[config.mk]
export PLATFORM = sky130hd
export DESIGN_NAME = bitio_unit
export DESIGN_NICKNAME = d
export VERILOG_FILES = /design/src/rtl/bitio_pkg.sv /design/src/rtl/bitio_addr_gen.sv /design/src/rtl/bitio_ctrl.sv /design/src/rtl/bitio_shifter.sv /design/src/rtl/bitio_unit.sv
export SDC_FILE = /design/constraint.sdc
export NUM_CORES = 1
export LEC_CHECK = 0
export BUFFER_PORTS_ARGS = -buffer_cell sky130_fd_sc_hd__buf_2
export CORE_ASPECT_RATIO = 0.5
export CORE_MARGIN = 3
export CORE_UTILIZATION = 50
export CTS_BUF_LIST = sky130_fd_sc_hd__clkbuf_4
export DETAILED_ROUTE_END_ITERATION = 12
export PLACE_DENSITY = 0.73
export SLEW_MARGIN = 20
export SYNTH_ARGS = -nofsm -noshare
export SYNTH_HDL_FRONTEND = slang
export SYNTH_SLANG_ARGS = --single-unit
export TNS_END_PERCENT = 5
[constraint.sdc]
create_clock -name clk -period 3.6 [get_ports clk]
set_input_delay 0.36 -clock clk [delete_from_list [all_inputs] [get_ports clk]]
set_output_delay 0.36 -clock clk [all_outputs]
set_load 0.02 [all_outputs]
[src/rtl/bitio_pkg.sv]
package bitio_pkg;
  typedef enum logic [2:0] {
    OP_FIELD_IN  = 3'd0,
    OP_FIELD_OUT = 3'd1,
    OP_BIT_SET   = 3'd2,
    OP_BIT_CLR   = 3'd3,
    OP_BIT_TEST  = 3'd4
  } bitio_op_e;
endpackage

[src/rtl/bitio_addr_gen.sv]
module bitio_addr_gen
  import bitio_pkg::*;
#(
  parameter int ADDR_W = 12,
  parameter int DATA_W = 16,
  parameter int DISP_W = 8,
  localparam int WC_W  = $clog2(DATA_W),
  localparam int CNT_W = WC_W + 1
) (
  input  bitio_op_e          op,
  input  logic [DATA_W-1:0]  base_reg,
  input  logic [WC_W-1:0]    width_code,
  input  logic [DISP_W-1:0]  disp,
  output logic [ADDR_W-1:0]  start_addr,
  output logic [CNT_W-1:0]   bit_count,
  output logic               is_input
);
  logic [ADDR_W-1:0] base_addr;
  logic [ADDR_W-1:0] disp_ext;
  logic              is_field;
  logic              unused_base_bits;

  assign base_addr        = base_reg[ADDR_W:1];
  assign unused_base_bits = ^{base_reg[0], base_reg[DATA_W-1:ADDR_W+1]};
  assign disp_ext         = {{(ADDR_W-DISP_W){disp[DISP_W-1]}}, disp};
  assign is_field         = (op == OP_FIELD_IN) || (op == OP_FIELD_OUT);

  always_comb begin
    if (is_field) begin
      start_addr = base_addr;
      bit_count  = (width_code == '0) ? CNT_W'(DATA_W) : {1'b0, width_code};
    end else begin
      start_addr = base_addr + disp_ext;
      bit_count  = CNT_W'(1);
    end
    is_input = (op == OP_FIELD_IN) || (op == OP_BIT_TEST);
  end
endmodule

[src/rtl/bitio_ctrl.sv]
module bitio_ctrl #(
  parameter int ADDR_W = 12,
  parameter int CNT_W  = 5
) (
  input  logic              clk,
  input  logic              rst,
  input  logic              start,
  input  logic              is_input,
  input  logic [CNT_W-1:0]  bit_count,
  input  logic [ADDR_W-1:0] start_addr,
  output logic              busy,
  output logic              last,
  output logic              done,
  output logic [ADDR_W-1:0] sio_addr,
  output logic              sio_wstb
);
  logic [CNT_W-1:0] remain_q;

  assign last = busy && (remain_q == CNT_W'(1));

  always_ff @(posedge clk) begin
    if (rst) begin
      busy     <= 1'b0;
      done     <= 1'b0;
      remain_q <= '0;
      sio_addr <= '0;
      sio_wstb <= 1'b0;
    end else begin
      done <= 1'b0;
      if (!busy) begin
        if (start) begin
          busy     <= 1'b1;
          remain_q <= bit_count;
          sio_addr <= start_addr;
          sio_wstb <= !is_input;
        end
      end else if (last) begin
        busy     <= 1'b0;
        sio_wstb <= 1'b0;
        done     <= 1'b1;
      end else begin
        remain_q <= remain_q - CNT_W'(1);
        sio_addr <= sio_addr + ADDR_W'(1);
      end
    end
  end
endmodule

[src/rtl/bitio_shifter.sv]
module bitio_shifter
  import bitio_pkg::*;
#(
  parameter int DATA_W = 16,
  parameter int CNT_W  = 5,
  localparam int HALF  = DATA_W / 2
) (
  input  logic              clk,
  input  logic              rst,
  input  logic              start,
  input  bitio_op_e         op,
  input  logic [CNT_W-1:0]  bit_count,
  input  logic [DATA_W-1:0] wdata,
  input  logic              busy,
  input  logic              last,
  input  logic              sio_din,
  output logic              sio_dout,
  output logic [DATA_W-1:0] rdata,
  output logic              eq_flag
);
  bitio_op_e         op_q;
  logic [CNT_W-1:0]  len_q;
  logic [DATA_W-1:0] tx_q;
  logic [DATA_W-1:0] rx_q;
  logic [DATA_W-1:0] src_word;
  logic [DATA_W-1:0] gathered;
  logic [DATA_W-1:0] aligned;
  logic [DATA_W-1:0] placed;
  logic [CNT_W-1:0]  rshift;

  always_comb begin
    case (op)
      OP_BIT_SET: src_word = DATA_W'(1);
      OP_BIT_CLR: src_word = '0;
      default:
        src_word = (bit_count <= CNT_W'(HALF))
                 ? {{HALF{1'b0}}, wdata[DATA_W-1:HALF]} : wdata;
    endcase
  end

  always_comb begin
    gathered = {sio_din, rx_q[DATA_W-1:1]};
    rshift   = CNT_W'(DATA_W) - len_q;
    aligned  = gathered >> rshift;
    placed   = (len_q <= CNT_W'(HALF)) ? (aligned << HALF) : aligned;
  end

  always_ff @(posedge clk) begin
    if (rst) begin
      op_q     <= OP_FIELD_IN;
      len_q    <= '0;
      tx_q     <= '0;
      rx_q     <= '0;
      sio_dout <= 1'b0;
      rdata    <= '0;
      eq_flag  <= 1'b0;
    end else if (start) begin
      op_q     <= op;
      len_q    <= bit_count;
      sio_dout <= src_word[0];
      tx_q     <= src_word >> 1;
      rx_q     <= '0;
    end else if (busy) begin
      if (last) begin
        if (op_q == OP_BIT_TEST) eq_flag <= sio_din;
        if (op_q == OP_FIELD_IN) rdata   <= placed;
      end else begin
        sio_dout <= tx_q[0];
        tx_q     <= tx_q >> 1;
        rx_q     <= gathered;
      end
    end
  end
endmodule

[src/rtl/bitio_unit.sv]
module bitio_unit
  import bitio_pkg::*;
#(
  parameter int ADDR_W = 12,
  parameter int DATA_W = 16,
  parameter int DISP_W = 8,
  localparam int WC_W  = $clog2(DATA_W),
  localparam int CNT_W = WC_W + 1
) (
  input  logic              clk,
  input  logic              rst,
  input  logic              cmd_valid,
  input  logic [2:0]        cmd_op,
  input  logic [DATA_W-1:0] base_reg,
  input  logic [WC_W-1:0]   width_code,
  input  logic [DISP_W-1:0] disp,
  input  logic [DATA_W-1:0] wdata,
  input  logic              sio_din,
  output logic              busy,
  output logic              done,
  output logic [DATA_W-1:0] rdata,
  output logic              eq_flag,
  output logic [ADDR_W-1:0] sio_addr,
  output logic              sio_dout,
  output logic              sio_wstb
);
  bitio_op_e         op;
  logic              start;
  logic              last;
  logic              is_input;
  logic [CNT_W-1:0]  bit_count;
  logic [ADDR_W-1:0] start_addr;

  assign op    = bitio_op_e'(cmd_op);
  assign start = cmd_valid && !busy;

  bitio_addr_gen #(.ADDR_W(ADDR_W), .DATA_W(DATA_W), .DISP_W(DISP_W)) u_addr (
    .op(op), .base_reg(base_reg), .width_code(width_code), .disp(disp),
    .start_addr(start_addr), .bit_count(bit_count), .is_input(is_input)
  );

  bitio_ctrl #(.ADDR_W(ADDR_W), .CNT_W(CNT_W)) u_ctrl (
    .clk(clk), .rst(rst), .start(start), .is_input(is_input),
    .bit_count(bit_count), .start_addr(start_addr), .busy(busy),
    .last(last), .done(done), .sio_addr(sio_addr), .sio_wstb(sio_wstb)
  );

  bitio_shifter #(.DATA_W(DATA_W), .CNT_W(CNT_W)) u_shift (
    .clk(clk), .rst(rst), .start(start), .op(op), .bit_count(bit_count),
    .wdata(wdata), .busy(busy), .last(last), .sio_din(sio_din),
    .sio_dout(sio_dout), .rdata(rdata), .eq_flag(eq_flag)
  );
endmodule

# Word-level counts from Yosys, hierarchy flattened
# Index checks and enable logic that the tools add are counted.
dict set report word_totals {
  register_bits 77
  in_bits 51
  output_inout_bits 33
  elab_cells 74
}
dict set report op_classes {
  add_sub_neg 4
  n_lt_le_gt_ge 2
  eq_ne 9
  shifts 1
  muxes 25
  bitwise 3
  reduce_logical 18
}
# cell count
set ops {}
lappend ops {{12-bit two-way mux} 4}
lappend ops {{15-bit two-way mux} 3}
lappend ops {{16-bit two-way mux} 2}
lappend ops {{16-bit one-hot mux with 2 select lines} 1}
lappend ops {{5-bit two-way mux} 5}
lappend ops {{16-bit by 5-bit right shift with 16-bit output} 1}
lappend ops {{12-bit by 1-bit adder with 12-bit output, second input constant} 1}
lappend ops {{12-bit adder} 1}
lappend ops {{5-bit by 4-bit less-or-equal comparator with 1-bit output, second input constant} 2}
lappend ops {{1-bit two-way mux} 10}
lappend ops {{2-bit AND reduction} 4}
lappend ops {{4-bit AND reduction} 2}
lappend ops {{3-bit by 2-bit equality test with 1-bit output, second input constant} 2}
lappend ops {{3-bit equality test, second input constant} 2}
lappend ops {{3-bit zero test} 2}
lappend ops {{2-bit inequality test, second input constant} 3}
lappend ops {{5-bit by 1-bit equality test with 1-bit output, second input constant} 1}
lappend ops {{5-bit by 1-bit subtractor with 5-bit output, second input constant} 1}
lappend ops {{5-bit subtractor, first input constant} 1}
lappend ops {{4-bit zero test} 1}
lappend ops {{2-bit OR reduction} 2}
lappend ops {{3-bit by 1-bit equality test with 1-bit output, second input constant} 1}
lappend ops {{1-bit inverter} 3}
lappend ops {{1-bit logical AND} 2}
lappend ops {{3 further kinds} 5}

# Logic depth before layout (Yosys ltp)
dict set report logic_depth {
  ltp_word 7
  mapped_depth 12
}

# Cells and area by module
# A second synthesis with hierarchy kept.
dict set report unflattened {
  hier_cells 621
  area_unflattened_um2 5226.3
}
# module n_inst cells_each area_each_um2 seq_area_each_um2
set by_module_without_submodules {}
lappend by_module_without_submodules {bitio_shifter 1 363 3238.1 1121.1}
lappend by_module_without_submodules {bitio_ctrl 1 149 1233.7 400.4}
lappend by_module_without_submodules {bitio_addr_gen 1 108 740.7 0.0}
lappend by_module_without_submodules {bitio_unit 1 1 13.8 0.0}

# Worst setup path before layout
# No wires, ideal clock.
dict set report synth_path {
  path_type {register to register}
  from {reg u_shift.len_q[0]}
  to {reg u_shift.rdata[0]}
  setup_ps 128
  arrival_ps 2708
  required_ps 3472
  setup_slack_ps 764
  path_stages_with_launch 13
  path_buffers 4
  period_less_slack_ps 2836
  cell_sequence {dfxtp_1 -> buf_2 -> buf_2 -> inv_1 -> ha_1 -> buf_2 -> buf_1 -> mux4_2 -> and2_1 -> a211oi_1 -> a21oi_1 -> a22oi_1 -> nor2_1}
}
dict set report synth_via {
  elab_chain_len 3
  word_cells_on_any_way 4
  classes_between {1 x add/sub; 1 x order compare; 1 x shift; 1 x mux}
}
# item line
set synth_rtl {}
lappend synth_rtl {{from (decl)} bitio_shifter.sv:22} ;# logic [CNT_W-1:0] len_q;
lappend synth_rtl {{from (signal assigned)} bitio_shifter.sv:59} ;# len_q <= bit_count;
lappend synth_rtl {{5-bit subtractor} bitio_shifter.sv:43} ;# rshift = CNT_W'(DATA_W) - len_q;
lappend synth_rtl {{16-bit by 5-bit right shift with 16-bit output} bitio_shifter.sv:44} ;# aligned = gathered >> rshift;
lappend synth_rtl {{16-bit two-way mux (*)} bitio_shifter.sv:45} ;# placed = (len_q <= CNT_W'(HALF)) ? (aligned << HALF) : aligned;
lappend synth_rtl {{to (signal assigned)} bitio_shifter.sv:66} ;# if (op_q == OP_FIELD_IN) rdata <= placed;
lappend synth_rtl {{to (decl)} bitio_shifter.sv:18} ;# output logic [DATA_W-1:0] rdata,
# Mark *: on every way between the ends. The rest lies on a longest branch, timed or not.
# A chain may end at the register's enable or synchronous reset.

# Final worst setup path
dict set report layout_path {
  from {reg u_ctrl.remain_q[0]}
  to {reg u_shift.rdata[11]}
}
dict set report layout_via {
  elab_chain_len 3
}
# item line
set layout_rtl {}
lappend layout_rtl {{from (decl)} bitio_ctrl.sv:17} ;# logic [CNT_W-1:0] remain_q;
lappend layout_rtl {{from (signal assigned)} bitio_ctrl.sv:33} ;# remain_q <= bit_count;
lappend layout_rtl {{from (signal assigned)} bitio_ctrl.sv:42} ;# remain_q <= remain_q - CNT_W'(1);
lappend layout_rtl {{5-bit by 1-bit equality test with 1-bit output} bitio_ctrl.sv:19} ;# assign last = busy && (remain_q == CNT_W'(1));
lappend layout_rtl {{1-bit logical AND} bitio_ctrl.sv:19}
lappend layout_rtl {{4-bit AND reduction (no source line)} --}
# No other way between the ends.

==> metrics.md <==
| Metric | Value |
|---|---|
| CTS Root Cell | `clkbuf_4` |
| Overflow after GRT | `0` |
| Critical Path Start Type | `flop` |
| Drt pass-1 iters | `5` |
| Fin. Hold Viols | `0` |
| Reg2reg path depth | `7` |
| Ports | `84` |
| Share of layout cells above drive strength 1 | `roughly a fifth` |
| Worst EP required | `3.98 ns` |
| Top-area cell type share of the netlist area | `32.7%` |
| Area of the multi-input gates | `between 0.002 and 0.003 mm^2` |
| Most common cell in the synthesized netlist | `dfxtp_1` |
| H-tree lvl count | `3` |
| Starting Density | `52.4%` |
| Skew-Pair Late Insertion Delay | `about 0.44 ns` |
| Crit path capture | `u_shift.rdata[11]` |
| Worst R2R Setup Slack | `~0.90 ns` |
| Leak | `approximately 2.2 nW` |
| R2r startpoint | `u_ctrl.remain_q[0]` |
| Synth warnings | `0` |
| Synth cell types | `58` |
| Fin nets | `717` |
| Reg clk slew, reported paths | `roughly 0.12 ns` |
| Crit Path Class | `flop to flop` |
| Total number of vias | `4568` |
| Post-synthesis sequential element count | `76` |
| Largest cells by area after synthesis | `dfxtp_1, a21oi_1, mux2i_1` |
| GRT Util Overall | `between 20% and 30%` |
| I/O Buffers | `79` |
| GPL Wtd Cong | `0.915` |
| Relative slew slack | `between 30% and 40%` |
| Min Tclk post-route | `between 2 and 3 ns` |
| Number of DRC violations after detailed routing | `0` |
| Worst-path maximum fanout | `16` |
| CTS buffer count | `9` |
| Final Skew | `approximately 0.018 ns` |
| Setup bufs post-CTS | `0` |
| Max IR drop VDD | `around 0.22 mV` |
| Synth cell count leaders | `dfxtp_1, a21oi_1, nand2_1` |
| Die Y | `between 70 and 80 um` |
| Final setup violation count | `0` |
| Worst hold path type | `input port to flop` |
| Critical path origin | `u_ctrl.remain_q[0]` |
| Mean cell area of the mapped netlist | `about 8 um^2` |
| Core area | `0.00889 mm^2` |
| Routed WL per cell | `15.0 um` |
| Final Hold Slack | `0.180 ns` |
| Diodes inserted | `0` |
| Vias/cell | `5.92` |
| Max clock buf depth | `2` |
| Wirelength, routed | `about 12000 um` |
| Worst Hold Launch | `wdata[15]` |
| Gate Count Post-Synth | `a little under 600` |
| DP Wirelength | `roughly 8300 um` |
| Post-CTS Hold Fix Bufs | `0` |
| Chip width | `around 140 um` |
| DRT iter0 DRCs | `~340` |
| Die Footprint | `about 0.011 mm^2` |
| Mapped Area | `around 0.0047 mm^2` |
| Post-synth EDFFs | `0` |
| Register area | `roughly 0.0015 mm^2` |
| Slew Limit Fails | `0` |
| Leading area contributor after synthesis | `dfxtp_1` |
| Main synth FF type | `dfxtp_1` |
| Max Freq | `approximately 0.37 GHz` |
| Synth Net Count | `650` |
| PwrDens | `about 370 mW/mm^2` |
| Setup TNS | `0 ns` |
| Arrival @ worst endpoint | `between 3 and 4 ns` |
| Unrepaired setup endpoints after global routing | `false` |
| Fill cells | `815` |
| Cell Rows | `24` |
| CTS tree | `done` |
| Layout area overhead | `13.5%` |
| Max cap viols | `0` |
| Synth async-reset ratio | `0%` |
| Period Utilization, post-route | `approximately 75%` |
| Reg2reg end | `u_shift.rdata[11]` |
| Largest net degree at the start of global routing | `46` |
| Antenna violations before repair | `0` |
| Crit end category | `flop` |
| Worst-Margin Slew | `around 0.91 ns` |
| Global-route wire length before repair | `19200 um` |
| CTS Sinks | `76` |
| Antenna viol nets, final | `0` |
| Status | `finished clean` |
| Sequential area share after synthesis | `roughly 33%` |
| Post-CTS sizing | `0` |
| Vias in the first global route | `~4000` |
layer usage:
layer	GRT usage, %	up-vias	wire (um)
met5	0	-	0
met4	5.80	0	119
met3	5.27	12	727
met2	35.5	132	5180
met1	30.7	2139	5560
li1	-	2285	-
critical path: stages (launching register included):
cell and delay, ns:
dfxtp_1 0.43, ha_1 0.17, nor4b_4 0.33, nand2_2 0.19
or4_1 0.73, nor3_4 0.45, and3b_1 0.22, a311o_1 0.11
how the worst min path moves through the flow:
stage	to	slack, ns	cells past startpoint
CTS	u_shift.tx_q[14]	0.15	3
global placement	u_shift.eq_flag	0.44	2
global route	u_shift.tx_q[14]	0.16	3
finish	u_shift.tx_q[14]	0.18	3
detailed placement	u_shift.eq_flag	0.45	2
floorplan	u_shift.rx_q[1]	0.43	2
area by class of cell:
| type | count | share of cell area [%] |
|---|---|---|
| Multi-Input combinational cell | 458 | 55.8 |
| Sequential cell | 76 | 28.8 |
| Timing Repair Buffer | 92 | 9.33 |
| Tap cell | 117 | 2.77 |
| Clock buffer | 9 | 1.28 |
| Clock inverter | 6 | 1.07 |
| Inverter | 13 | 0.924 |
where the power goes:
| part | internal, mW | switching, mW | total, mW |
|---|---|---|---|
| Clock | 0.202 | 0.300 | 0.502 |
| Sequential | 0.891 | 0.0466 | 0.937 |
| Combinational | 0.203 | 0.320 | 0.523 |
| Total | 1.30 | 0.667 | 1.96 |
through the flow:
step / worst slack (ns) / cell area [um^2] / cells / power (mW) / utilization, %
after floorplan: 0.764 / 4650 / 583 / 1.32 / -
after global placement: 1.01 / 5160 / 756 / 1.46 / 58.0
after detailed placement: 0.951 / 5160 / 756 / 1.47 / 58.0
after CTS: 0.922 / 5280 / 771 / 1.97 / 59.4
after global routing: 0.724 / 5280 / 771 / 2.07 / 59.4
final: 0.899 / 5280 / 771 / 1.96 / 59.4
cells by family (layout without fill, tap and decap cells):
group                    count (synthesis)  after routing  synth area share (%)
flip-flops                              76             76                  32.7
buffers and inverters                   49            120                  4.11
multiplexers                            37             37                  10.4
AO/OA/AOI/OAI                          189            189                  25.3
AND/OR/NAND/NOR                        204            204                  20.7
XOR/XNOR                                12             12                  2.42
adder cells (fa/ha/maj)                 16             16                  4.46
state kept, by name, summed over array words and instances (netlist names):
register	cells
u_ctrl.sio_addr	12
u_ctrl.busy	1
u_shift.op_q	3
u_shift.sio_dout	1
u_ctrl.remain_q	5
u_shift.eq_flag	1
u_ctrl.done	1
u_shift.rdata	16
u_shift.tx_q	15
u_shift.rx_q	15
u_ctrl.sio_wstb	1
u_shift.len_q	5
placed cells by master, fill, tap and decap left out, drive strengths merged, types with 6 or more instances in the layout:
master and instances:
ha 15, nand2 71, a221oi 14, mux4 9, and2 8, nand3 13, a211oi 15, nor3 22
mux2i 28, buf 92, inv 13, o22ai 6, nor2 59, clkbuf 9, a21oi 72, o21ai 42
xor2 7, a22oi 8, dfxtp 76
Power figures use the tool's default switching activity.
